<file path="src/rtl/nor_pp_pkg.sv">
package nor_pp_pkg;
    localparam logic [7:0] OFS_CMD  = 8'h00;
    localparam logic [7:0] OFS_MODE = 8'h04;
    localparam logic [7:0] OFS_CFG  = 8'h08;
    localparam logic [7:0] OFS_DATA = 8'h0C;
    localparam logic [7:0] OFS_ADR0 = 8'h10;
    localparam logic [7:0] OFS_ADR1 = 8'h14;
    localparam logic [7:0] OFS_ADR2 = 8'h18;
    localparam logic [7:0] OFS_ADR3 = 8'h24;

    localparam int CMD_PROG_BIT  = 4;
    localparam int MODE_A4_BIT   = 4;
    localparam int CFG_WMODE_BIT = 0;

    localparam logic [7:0] PROG_OPCODE = 8'h02;

    typedef struct packed {
        logic            cmd;
        logic            req_mode;
        logic            eff_mode;
        logic            four_byte;
        logic [3:0][7:0] addr;
    } pp_regs_t;
endpackage

</file>
<file path="src/rtl/nor_pp_regs.sv">
module nor_pp_regs
    import nor_pp_pkg::*;
#(
    parameter int AW = 8,
    parameter int DW = 32
) (
    input  logic          clk,
    input  logic          rst_n,
    input  logic          reg_we,
    input  logic [AW-1:0] reg_addr,
    input  logic [DW-1:0] reg_wdata,
    output logic [DW-1:0] reg_rdata,
    input  logic          shift_busy,
    input  logic          xfer_done,
    output logic          start,
    output logic          data_we,
    output logic          four_byte,
    output logic [31:0]   flash_addr
);
    pp_regs_t st_d, st_q;
    logic     wr_ok;

    always_comb begin
        st_d    = st_q;
        start   = 1'b0;
        data_we = 1'b0;
        wr_ok   = reg_we && !st_q.cmd;
        if (reg_we && reg_addr == AW'(OFS_CFG)) begin
            st_d.req_mode = reg_wdata[CFG_WMODE_BIT];
        end
        if (wr_ok) begin
            case (reg_addr)
                AW'(OFS_MODE): st_d.four_byte = reg_wdata[MODE_A4_BIT];
                AW'(OFS_ADR0): st_d.addr[0]   = reg_wdata[7:0];
                AW'(OFS_ADR1): st_d.addr[1]   = reg_wdata[7:0];
                AW'(OFS_ADR2): st_d.addr[2]   = reg_wdata[7:0];
                AW'(OFS_ADR3): st_d.addr[3]   = reg_wdata[7:0];
                AW'(OFS_DATA): data_we        = 1'b1;
                AW'(OFS_CMD): begin
                    if (reg_wdata[CMD_PROG_BIT] && st_q.eff_mode) begin
                        start    = 1'b1;
                        st_d.cmd = 1'b1;
                    end
                end
                default: ;
            endcase
        end
        if (xfer_done) begin
            st_d.cmd = 1'b0;
        end
        if (!st_q.cmd) begin
            st_d.eff_mode = st_q.req_mode;
        end
    end

    always_ff @(posedge clk) begin
        if (!rst_n) begin
            st_q <= '0;
        end else begin
            st_q <= st_d;
        end
    end

    always_comb begin
        case (reg_addr)
            AW'(OFS_CMD):  reg_rdata = DW'(st_q.cmd) << CMD_PROG_BIT;
            AW'(OFS_MODE): reg_rdata = DW'(st_q.four_byte) << MODE_A4_BIT;
            AW'(OFS_CFG):  reg_rdata = DW'(st_q.eff_mode);
            AW'(OFS_ADR0): reg_rdata = DW'(st_q.addr[0]);
            AW'(OFS_ADR1): reg_rdata = DW'(st_q.addr[1]);
            AW'(OFS_ADR2): reg_rdata = DW'(st_q.addr[2]);
            AW'(OFS_ADR3): reg_rdata = DW'(st_q.addr[3]);
            default:       reg_rdata = '0;
        endcase
    end

    assign four_byte  = st_q.four_byte;
    assign flash_addr = st_q.addr;


    mode_hold_chk: assert property (@(posedge clk) disable iff (!rst_n)
        (st_q.cmd && $past(st_q.cmd)) |-> $stable(st_q.eff_mode));


    start_idle_chk: assert property (@(posedge clk) disable iff (!rst_n)
        start |-> !shift_busy);


    read_mode_cmd_chk: assert property (@(posedge clk) disable iff (!rst_n)
        (!st_q.eff_mode && !st_q.cmd && reg_we && reg_addr == AW'(OFS_CMD)) |=> !st_q.cmd);
endmodule

</file>
<file path="src/rtl/nor_pp_buffer.sv">
module nor_pp_buffer #(
    parameter int PAGE_BYTES = 128,
    parameter int DW         = 32,
    localparam int IDX_W     = $clog2(PAGE_BYTES)
) (
    input  logic             clk,
    input  logic             rst_n,
    input  logic             wr_en,
    input  logic [DW-1:0]    wr_word,
    input  logic             clear,
    input  logic [IDX_W-1:0] rd_idx,
    output logic [7:0]       rd_byte
);
    localparam int BPW   = DW / 8;
    localparam int WORDS = PAGE_BYTES / BPW;
    localparam int PTR_W = $clog2(WORDS);
    localparam int SEL_W = $clog2(BPW);

    typedef struct packed {
        logic [WORDS-1:0][DW-1:0] mem;
        logic [PTR_W-1:0]         ptr;
    } buf_t;

    buf_t        st_d, st_q;
    logic [DW-1:0] word;

    always_comb begin
        st_d = st_q;
        if (wr_en) begin
            st_d.mem[st_q.ptr] = wr_word;
            st_d.ptr           = st_q.ptr + PTR_W'(1);
        end
        if (clear) begin
            st_d.ptr = '0;
        end
    end

    always_ff @(posedge clk) begin
        if (!rst_n) begin
            st_q <= '0;
        end else begin
            st_q <= st_d;
        end
    end

    assign word    = st_q.mem[rd_idx[IDX_W-1:SEL_W]];
    assign rd_byte = word[8*rd_idx[SEL_W-1:0] +: 8];


    ptr_step_chk: assert property (@(posedge clk) disable iff (!rst_n)
        (wr_en && !clear) |=> st_q.ptr == $past(st_q.ptr) + PTR_W'(1));


    ptr_clear_chk: assert property (@(posedge clk) disable iff (!rst_n)
        clear |=> st_q.ptr == '0);
endmodule

</file>
<file path="src/rtl/nor_pp_shifter.sv">
module nor_pp_shifter
    import nor_pp_pkg::*;
#(
    parameter int PAGE_BYTES = 128,
    localparam int IDX_W     = $clog2(PAGE_BYTES),
    localparam int CNT_W     = $clog2(PAGE_BYTES + 6)
) (
    input  logic             clk,
    input  logic             rst_n,
    input  logic             start,
    input  logic             four_byte,
    input  logic [31:0]      flash_addr,
    output logic [IDX_W-1:0] rd_idx,
    input  logic [7:0]       rd_byte,
    output logic             sclk,
    output logic             cs_n,
    output logic             mosi,
    output logic             busy,
    output logic             done
);
    typedef struct packed {
        logic             active;
        logic             phase;
        logic [2:0]       bitn;
        logic [CNT_W-1:0] byten;
        logic [7:0]       sreg;
    } shf_t;

    shf_t             st_d, st_q;
    logic [CNT_W-1:0] alen, last, k, didx;
    logic [31:0]      ashift;
    logic [7:0]       nbyte;

    always_comb begin
        alen   = four_byte ? CNT_W'(4) : CNT_W'(3);
        last   = alen + CNT_W'(PAGE_BYTES);
        k      = st_q.active ? st_q.byten + CNT_W'(1) : '0;
        ashift = flash_addr >> (8 * (alen - k));
        didx   = k - alen - CNT_W'(1);
        rd_idx = didx[IDX_W-1:0];
        if (k == '0) begin
            nbyte = PROG_OPCODE;
        end else if (k <= alen) begin
            nbyte = ashift[7:0];
        end else begin
            nbyte = rd_byte;
        end
        done = st_q.active && st_q.phase && st_q.bitn == 3'd7 && st_q.byten == last;

        st_d = st_q;
        if (!st_q.active) begin
            if (start) begin
                st_d.active = 1'b1;
                st_d.phase  = 1'b0;
                st_d.bitn   = '0;
                st_d.byten  = '0;
                st_d.sreg   = nbyte;
            end
        end else if (!st_q.phase) begin
            st_d.phase = 1'b1;
        end else begin
            st_d.phase = 1'b0;
            if (st_q.bitn == 3'd7) begin
                if (st_q.byten == last) begin
                    st_d.active = 1'b0;
                    st_d.sreg   = '0;
                end else begin
                    st_d.byten = st_q.byten + CNT_W'(1);
                    st_d.sreg  = nbyte;
                    st_d.bitn  = '0;
                end
            end else begin
                st_d.sreg = {st_q.sreg[6:0], 1'b0};
                st_d.bitn = st_q.bitn + 3'd1;
            end
        end
    end

    always_ff @(posedge clk) begin
        if (!rst_n) begin
            st_q <= '0;
        end else begin
            st_q <= st_d;
        end
    end

    assign sclk = st_q.phase;
    assign cs_n = !st_q.active;
    assign mosi = st_q.sreg[7];
    assign busy = st_q.active;


    idle_lines_chk: assert property (@(posedge clk) disable iff (!rst_n)
        cs_n |-> !sclk);


    mosi_stable_chk: assert property (@(posedge clk) disable iff (!rst_n)
        sclk |-> $stable(mosi));


    done_end_chk: assert property (@(posedge clk) disable iff (!rst_n)
        done |=> cs_n);
endmodule

</file>
<file path="src/rtl/nor_pp_writer.sv">
module nor_pp_writer
    import nor_pp_pkg::*;
#(
    parameter int PAGE_BYTES = 128,
    parameter int DW         = 32,
    parameter int AW         = 8
) (
    input  logic          clk,
    input  logic          rst_n,
    input  logic          reg_we,
    input  logic [AW-1:0] reg_addr,
    input  logic [DW-1:0] reg_wdata,
    output logic [DW-1:0] reg_rdata,
    output logic          spi_sclk,
    output logic          spi_cs_n,
    output logic          spi_mosi
);
    localparam int IDX_W = $clog2(PAGE_BYTES);

    logic             start, data_we, four_byte, shift_busy, xfer_done;
    logic [31:0]      flash_addr;
    logic [IDX_W-1:0] rd_idx;
    logic [7:0]       rd_byte;

    nor_pp_regs #(.AW(AW), .DW(DW)) u_regs (
        .clk(clk), .rst_n(rst_n), .reg_we(reg_we), .reg_addr(reg_addr),
        .reg_wdata(reg_wdata), .reg_rdata(reg_rdata), .shift_busy(shift_busy),
        .xfer_done(xfer_done), .start(start), .data_we(data_we),
        .four_byte(four_byte), .flash_addr(flash_addr)
    );

    nor_pp_buffer #(.PAGE_BYTES(PAGE_BYTES), .DW(DW)) u_buf (
        .clk(clk), .rst_n(rst_n), .wr_en(data_we), .wr_word(reg_wdata),
        .clear(xfer_done), .rd_idx(rd_idx), .rd_byte(rd_byte)
    );

    nor_pp_shifter #(.PAGE_BYTES(PAGE_BYTES)) u_shf (
        .clk(clk), .rst_n(rst_n), .start(start), .four_byte(four_byte),
        .flash_addr(flash_addr), .rd_idx(rd_idx), .rd_byte(rd_byte),
        .sclk(spi_sclk), .cs_n(spi_cs_n), .mosi(spi_mosi),
        .busy(shift_busy), .done(xfer_done)
    );
endmodule

</file>
<file path="config.mk">
export PLATFORM = sky130hd
export DESIGN_NAME = nor_pp_writer
export DESIGN_NICKNAME = d
export VERILOG_FILES = /design/src/rtl/nor_pp_pkg.sv /design/src/rtl/nor_pp_regs.sv /design/src/rtl/nor_pp_buffer.sv /design/src/rtl/nor_pp_shifter.sv /design/src/rtl/nor_pp_writer.sv
export SDC_FILE = /design/constraint.sdc
export NUM_CORES = 2
export LEC_CHECK = 0
export BUFFER_PORTS_ARGS = -buffer_cell sky130_fd_sc_hd__buf_2
export CAP_MARGIN = 10
export CELL_PAD_IN_SITES_DETAIL_PLACEMENT = 0
export CELL_PAD_IN_SITES_GLOBAL_PLACEMENT = 1
export CORE_MARGIN = 2
export CORE_UTILIZATION = 44
export CTS_CLUSTER_SIZE = 14
export DETAILED_ROUTE_END_ITERATION = 10
export GPL_TIMING_DRIVEN = 0
export PLACE_DENSITY = 0.86
export RECOVER_POWER = 50
export SLEW_MARGIN = 0
export SYNTH_ARGS = -nofsm -noshare
export SYNTH_HDL_FRONTEND = slang
export SYNTH_SLANG_ARGS = --single-unit
export TNS_END_PERCENT = 30
</file>
<file path="constraint.sdc">
create_clock -name clk -period 6.7 [get_ports clk]
set_input_delay 0.67 -clock clk [delete_from_list [all_inputs] [get_ports clk]]
set_output_delay 0.67 -clock clk [all_outputs]
set_load 0.01 [all_outputs]
</file>
## Word level (Yosys, flattened, before mapping)

Cells that the tools add are included.

- Flip-flop bits (word level): 1086
- Input bits: 43
- Output and inout bits: 35
- Logic and storage cells: 122

- $add $sub $neg: 7
- Order comparisons: 4
- Equality and inequality tests: 13
- Shifts and indexed selects: 2
- Multiplexer cells: 27
- Bitwise logic cells: 1
- Reductions and logical operators: 22

Operators by type and width:

| operator | number |
|---|---|
| $bwmux 1024 | 1 |
| $bmux 32 s5 | 1 |
| $demux 32 s5 | 1 |
| $mux 32 | 2 |
| $pmux 8 s7 | 1 |
| $mux 8 | 6 |
| $mux 21 | 2 |
| $shiftx 32x6->8 | 1 |
| $shr 32x32->8 | 1 |
| $eq 8x5->1 const B | 3 |
| $mux 19 | 1 |
| $eq 8x4->1 const B | 2 |
| $logic_not 8->1 | 2 |
| $lt 5x6->1 const B | 2 |
| $reduce_and 2->1 | 6 |
| $mux 11 | 1 |
| $mux 1 | 9 |
| $sub 3x8->9 | 1 |
| $add 8x1->8 const B | 1 |
| $add 8x8->8 const B | 1 |
| $eq 8x3->1 const B | 1 |
| $eq 8x6->1 const B | 1 |
| $eq 8x8->1 | 1 |
| $le 8x3->1 | 1 |
| other kinds (16) | 27 |

## Longest topological paths before layout

- Depth after elaboration: 13
- Gate-level depth with buffers: 20
- Gate-level depth less buffers: 15

## By module

Synthesis repeated with hierarchy kept, for this count alone.

- Cell total of the unflattened synthesis: 5505
- Area total of the unflattened synthesis: 50064.3 um2

Modules (own cells, without submodules):

| module | instances | cells each | area an instance (um2) |
|---|---|---|---|
| nor_pp_buffer | 1 | 5053 | 46156.8 |
| nor_pp_regs | 1 | 238 | 2115.8 |
| nor_pp_shifter | 1 | 214 | 1791.7 |

## Least setup slack after synthesis

Ideal clock, no wire load.

- Path kind: reg2reg
- Start: register u_shf.st_q (netlist bit u_shf.busy)
- End: register u_shf.st_q[2] in the netlist's numbering
- Library setup time: 122 ps
- Arrival: 3883 ps
- Data required time: 6578 ps
- Setup slack: 2694 ps
- Stages on the path, launching flop included: 15
- Buffers on the path: 1
- Cell sequence: dfxtp_1 -> buf_2 -> inv_1 -> nor2_1 -> ha_1 -> inv_1 -> fa_1 -> xnor2_1 -> mux4_2 -> a211o_1 -> a31oi_1 -> nor4_1 -> a41o_1 -> o31ai_1 -> a21oi_1

- Cells in the longest elaborated chain, start to end: 12
- Elaborated cells on any way between the ends: 20
- Those cells by class: add/sub: 3; order compare: 1; eq/ne: 1; shift: 2; mux: 10; reduce/logical: 3

RTL lines:

| what | line | text |
|---|---|---|
| start: declaration | nor_pp_shifter.sv:29 | `shf_t st_d, st_q;` |
| start signal: assignment | nor_pp_shifter.sv:83 | `st_q <= st_d;` |
| $mux 8 | nor_pp_shifter.sv:37 | `k = st_q.active ? st_q.byten + CNT_W'(1) : '0;` |
| $sub 7x7->7 | nor_pp_shifter.sv:39 | `didx = k - alen - CNT_W'(1);` |
| $sub 7x1->7 | nor_pp_shifter.sv:39 |  |
| $bmux 32 s5 | nor_pp_buffer.sv:46 | `assign word = st_q.mem[rd_idx[IDX_W-1:SEL_W]];` |
| $mux 32 (not written as such) | nor_pp_buffer.sv:46 |  |
| $shiftx 32x6->8 | nor_pp_buffer.sv:47 | `assign rd_byte = word[8*rd_idx[SEL_W-1:0] +: 8];` |
| $mux 8 | nor_pp_shifter.sv:43 | `end else if (k <= alen) begin` |
| $mux 8 | nor_pp_shifter.sv:41 | `if (k == '0) begin` |
| $mux 8 | nor_pp_shifter.sv:64 | `if (st_q.byten == last) begin` |
| $mux 8 | nor_pp_shifter.sv:63 | `if (st_q.bitn == 3'd7) begin` |
| $mux 19 | nor_pp_shifter.sv:59 | `end else if (!st_q.phase) begin` |
| $mux 21 | nor_pp_shifter.sv:51 | `if (!st_q.active) begin` |

Parallel ways exist; a longest one is shown, timed or not. The select of a mux whose other input is x is not followed.
A chain may end at the register's enable or synchronous reset.

## Worst setup path in the final report

- Start: register u_shf.st_q[8] in the netlist's numbering
- End: register u_shf.st_q[3] in the netlist's numbering

- Cells in the longest elaborated chain, start to end: 13
- Elaborated cells on any way between the ends: 19
- Those cells by class: add/sub: 4; order compare: 1; eq/ne: 1; shift: 2; mux: 10; reduce/logical: 1

RTL lines:

| what | line |
|---|---|
| $add 8x1->8 | nor_pp_shifter.sv:37 |
| $mux 8 | nor_pp_shifter.sv:37 |
| $sub 7x7->7 | nor_pp_shifter.sv:39 |
| $sub 7x1->7 | nor_pp_shifter.sv:39 |
| $bmux 32 s5 | nor_pp_buffer.sv:46 |
| $mux 32 (not written as such) | nor_pp_buffer.sv:46 |
| $shiftx 32x6->8 | nor_pp_buffer.sv:47 |
| $mux 8 | nor_pp_shifter.sv:43 |
| $mux 8 | nor_pp_shifter.sv:41 |
| $mux 8 | nor_pp_shifter.sv:64 |
| $mux 8 | nor_pp_shifter.sv:63 |
| $mux 19 | nor_pp_shifter.sv:59 |
| $mux 21 * | nor_pp_shifter.sv:51 |

Every way passes the cells marked *; elsewhere a longest branch is shown, timed or not. The select of a mux whose other input is x is not followed.

==> impl_summary.log <==
[metrics] outcome: finished with violations
[metrics] violated checks: capacitance limit, slew limit, setup timing
[metrics] buffer depth of the longest clock path: 3
[metrics] post-route minimum period: between 7000 and 8000 ps
[metrics] uppermost metal layer occupied by signal nets: met5
[metrics] synthesis-stage register bit count: around 1,100
[metrics] count of input and output buffers: 45
[metrics] number of nets in the layout: a little under 7,000
[metrics] highest-count cells in the layout ignoring fill and taps: 2,541 x sky130_fd_sc_hd__nand2_1, 1,086 x sky130_fd_sc_hd__dfxtp_1, 1,060 x sky130_fd_sc_hd__a21boi_0
[metrics] most frequent standard cell in the layout excluding fill and tap cells: sky130_fd_sc_hd__nand2_1
[metrics] sum of buffers and inverters on the critical path: 5
[metrics] clock tree root driver cell: sky130_fd_sc_hd__clkbuf_16
[metrics] largest net degree at the start of global routing: 17
[metrics] effective utilization at floorplan: between 40% and 50%
[metrics] total vias in the final route: ~54,000
[metrics] Comb pwr share: approximately 4%
[metrics] final setup violation count: 7
[metrics] sum of met2 wire segment lengths after detailed routing: 121,000 µm
[metrics] arithmetic-cell share of the synthesized area counting full adders, half adders and majority gates: less than 1%
[metrics] count of TritonRoute iterations in the first routing pass: 11
[metrics] IO Count: 78
[metrics] leakage dissipation: 17.5 nW
[metrics] cell family with most CP delay: buffers and inverters
[metrics] EDFF count, synth: 0
[metrics] wire length of the first global-routing pass: 418,000 µm
[metrics] final-report max-slew violation count: 10
[metrics] clock tree sinks: 1,086
[metrics] unrepaired setup endpoints after global routing: true
[metrics] number of design-rule violations left by the first detailed-router iteration: approximately 9,300
[metrics] die extent in x: roughly 340 µm
[metrics] ratio of cells with drive above 1 in the final layout: under 10%
[metrics] startpoint kind of the worst setup timing path: flip-flop
[metrics] worst setup timing slack at the placement stage: -526 ps
[metrics] DRC viols: 0
[metrics] part of the Yosys area used for sequential elements: 43.4%
[metrics] WL per Instance: around 38 µm
[metrics] antenna violations before repair: 52
[metrics] max cap viols: 2
[metrics] height of the die: approximately 340 µm
[metrics] share of the synthesized area in compound gates (AO/OA/AOI/OAI): about 25%
[metrics] Slew Limit Headroom: -21.1%
[metrics] fill cell total of the finished layout: approximately 11,000
[metrics] unique cell type count in the Yosys netlist: 84
[metrics] Post-Route WL: about 320,000 µm
[metrics] Internal: about 11 mW
[metrics] CTS Buf Count: between 100 and 150
[metrics] Most common cell on crit path: sky130_fd_sc_hd__buf_2
[metrics] via count of the first global-routing pass: around 48,000
[metrics] H-tree depth: 4
[metrics] via density per instance: ~6.6
[metrics] syn_area_per_cell: around 7.8 µm²
[metrics] Overall Power: between 10 and 15 mW
[metrics] weighted congestion at the end of routability-driven global placement: 1.10
[metrics] antenna violation net count after detailed routing: 0
[metrics] P&R area growth vs syn: 14.1%
[metrics] clock tree from TritonCTS: yes
[metrics] Fmax achieved: around 140 MHz
[metrics] switching share of power: between 20% and 30%
[metrics] dominant combinational cell family by area after synthesis: compound AO/OA/AOI/OAI gates
[metrics] area share of and/or/nand/nor cells after synthesis: a little under a quarter
[metrics] total global-route track usage: about 53%
[metrics] CP max stage delay: a little over 900 ps
[metrics] proportion of synthesized flip-flops having asynchronous set or reset: 0%
[metrics] final setup margin: -388 ps
[metrics] die footprint: 116,000 µm²
[metrics] placeable core region: 113,000 µm²
[metrics] clock edge transition at the registers on the reported setup and hold paths: 60 ps
[metrics] largest driver fanout on the critical path: 10
[metrics] number of hold violations in the final report: 0
[metrics] cell area after synthesis: ~50,000 µm²
[metrics] worst endpoint data arrival time: slightly below 8000 ps
[metrics] Final Skew: 24.7 ps
[metrics] transition at the pin with the smallest max-transition slack: approximately 1800 ps
[metrics] FP Rows: 123
[metrics] Synth Warn #: 0
[metrics] Reg power frac: between 40% and 50%
[metrics] final critical-path share of the clock period: 106%
[metrics] routed wire length on met3: 50,200 µm
[metrics] post-DP HPWL: between 200,000 and 250,000 µm
[metrics] slowest stage cell, crit path: sky130_fd_sc_hd__a311oi_1
[metrics] clock share of power: approximately 52%
[metrics] IR Drop Worst-Case VDD: 248 µV
[metrics] xor/xnor cell area share of the yosys netlist: less than 1%
[metrics] top flip-flop cell by instance count after synthesis: sky130_fd_sc_hd__dfxtp_1
[metrics] number of standard cells after synthesis: 6,446
[metrics] class of the most critical setup path: reg2reg
[metrics] Net Switching: approximately 3.5 mW
[metrics] required time worst endpoint: 7410 ps
[metrics] Worst Hold Class: in2reg
[metrics] clk_lat worst skew: 800 ps
[metrics] length of routed wiring on met1: 114,000 µm
[metrics] Pwr Density: around 250 nW/µm²
[metrics] share of cell area taken by muxes after synthesis: under 10%
[metrics] total gr overflow: 0
[metrics] element type at the critical path end: flip-flop
[metrics] cell-by-cell listing of the critical path: ha_1 -> xor2_1 -> nand2_1 -> inv_1 -> ha_1 -> buf_2 -> nor2_1 -> nor2_2 -> xnor2_4 -> buf_2 -> buf_2 -> clkbuf_4 -> nand2_1 -> a311oi_1 -> nor3_1 -> nor2_1 -> a21oi_1 -> o21ai_1
-- path summary, 6_finish.rpt --
| kind | endpoint | slack (ps) | cells after the start | from |
|---|---|---|---|---|
| worst min register to register | u_buf.st_q[211] | 460 | 2 | u_buf.st_q[211] |
| worst max-delay path | u_shf.st_q[3] | -390 | 18 | u_shf.st_q[8] |
| worst min-delay path | u_buf.st_q[981] | 260 | 3 | reg_wdata[16] |
| worst max register to register | u_shf.st_q[3] | -390 | 18 | u_shf.st_q[8] |
-- layer usage --
metal | up-vias | track usage [%]
li1 | 22200 | -
met1 | 26000 | 63.6
met2 | 4720 | 71.1
met3 | 1377 | 24.7
met4 | 32 | 44.9
met5 | - | 0.980
-- area by class of cell --
class,instances,area [µm²],share of cell area [%]
Multi-Input combinational cell,4730,25700,45.0
Sequential cell,1086,21700,38.1
Clock buffer,191,3910,6.84
Buffer,640,2800,4.90
Tap cell,1500,1880,3.29
Timing Repair Buffer,68,514,0.901
Clock inverter,33,458,0.802
Antenna cell,25,62.6,0.110
Inverter,13,48.8,0.0855
-- per-stage QoR --
step	setup TNS (ps)	utilization, %	hold WS (ps)	cells	cell area [µm²]
CTS	0	50.6	239	8261	57000
detailed placement	-1340	46.7	457	8035	52600
floorplan	0	-	440	6469	50100
finish	-1850	50.7	257	8286	57100
global route	-32.4	50.6	268	8265	57000
global placement	-19130	46.4	448	8014	52200
-- cell usage after synthesis (12+ instances only) --
master | n | area [µm²]
sky130_fd_sc_hd__mux4_2 | 41 | 923
sky130_fd_sc_hd__nor4_1 | 20 | 125
sky130_fd_sc_hd__buf_1 | 14 | 52.6
sky130_fd_sc_hd__mux2i_1 | 23 | 230
sky130_fd_sc_hd__clkbuf_1 | 484 | 1820
sky130_fd_sc_hd__o221ai_1 | 23 | 201
sky130_fd_sc_hd__nand3_1 | 76 | 380
sky130_fd_sc_hd__nor2_1 | 109 | 409
sky130_fd_sc_hd__o22ai_1 | 220 | 1380
sky130_fd_sc_hd__a21boi_0 | 1060 | 7960
sky130_fd_sc_hd__a211oi_1 | 15 | 113
sky130_fd_sc_hd__a21oi_1 | 70 | 350
sky130_fd_sc_hd__a31oi_1 | 58 | 363
sky130_fd_sc_hd__a311oi_1 | 121 | 1060
sky130_fd_sc_hd__nor3_1 | 66 | 330
sky130_fd_sc_hd__buf_4 | 46 | 345
sky130_fd_sc_hd__ha_1 | 12 | 150
sky130_fd_sc_hd__dfxtp_1 | 1086 | 21700
sky130_fd_sc_hd__inv_1 | 13 | 48.8
sky130_fd_sc_hd__a22oi_1 | 24 | 180
sky130_fd_sc_hd__buf_2 | 88 | 440
sky130_fd_sc_hd__nor2b_1 | 18 | 113
sky130_fd_sc_hd__o21ai_0 | 42 | 210
sky130_fd_sc_hd__nand2_1 | 2541 | 9540
-- flip-flops by register name, summed over array words and instances (netlist names) --
register and cells:
u_buf.st_q 1029, u_regs.flash_addr 32, u_regs.four_byte 1, u_regs.st_q 3
u_shf.busy 1, u_shf.mosi 1, u_shf.sclk 1, u_shf.st_q 18
-- cell families after synthesis --
logic type,after synthesis
simple gates,2893
mux,71
flops,1086
xor+xnor,14
compound gates,1715
buf+inv,653
fa+ha+maj,13
other cells,1
-- power by group through the flow --
stage               registers, mW  logic [mW]  clock network, mW
global route                 6.45       0.545               7.63
detailed placement           6.60       0.525                  0
CTS                          6.46       0.526               7.36
global placement             6.60       0.524                  0
floorplan                    6.60       0.242                  0
finish                       6.46       0.564               7.47
-- what timing repair did --
item / CTS / global route
endpoints found under the setup margin: 5 / 7
hold buffers: 0 / 0
gates resized for setup: 9 / 16
buffers inserted: 2 / 0
gates cloned: 0 / 0
-- tightest hold or removal path, stage by stage --
cell                       delay (ps)
sky130_fd_sc_hd__buf_2            170
sky130_fd_sc_hd__nand2_1           80
sky130_fd_sc_hd__a21boi_0          70
Note: power is estimated with default switching activity, not from simulation.
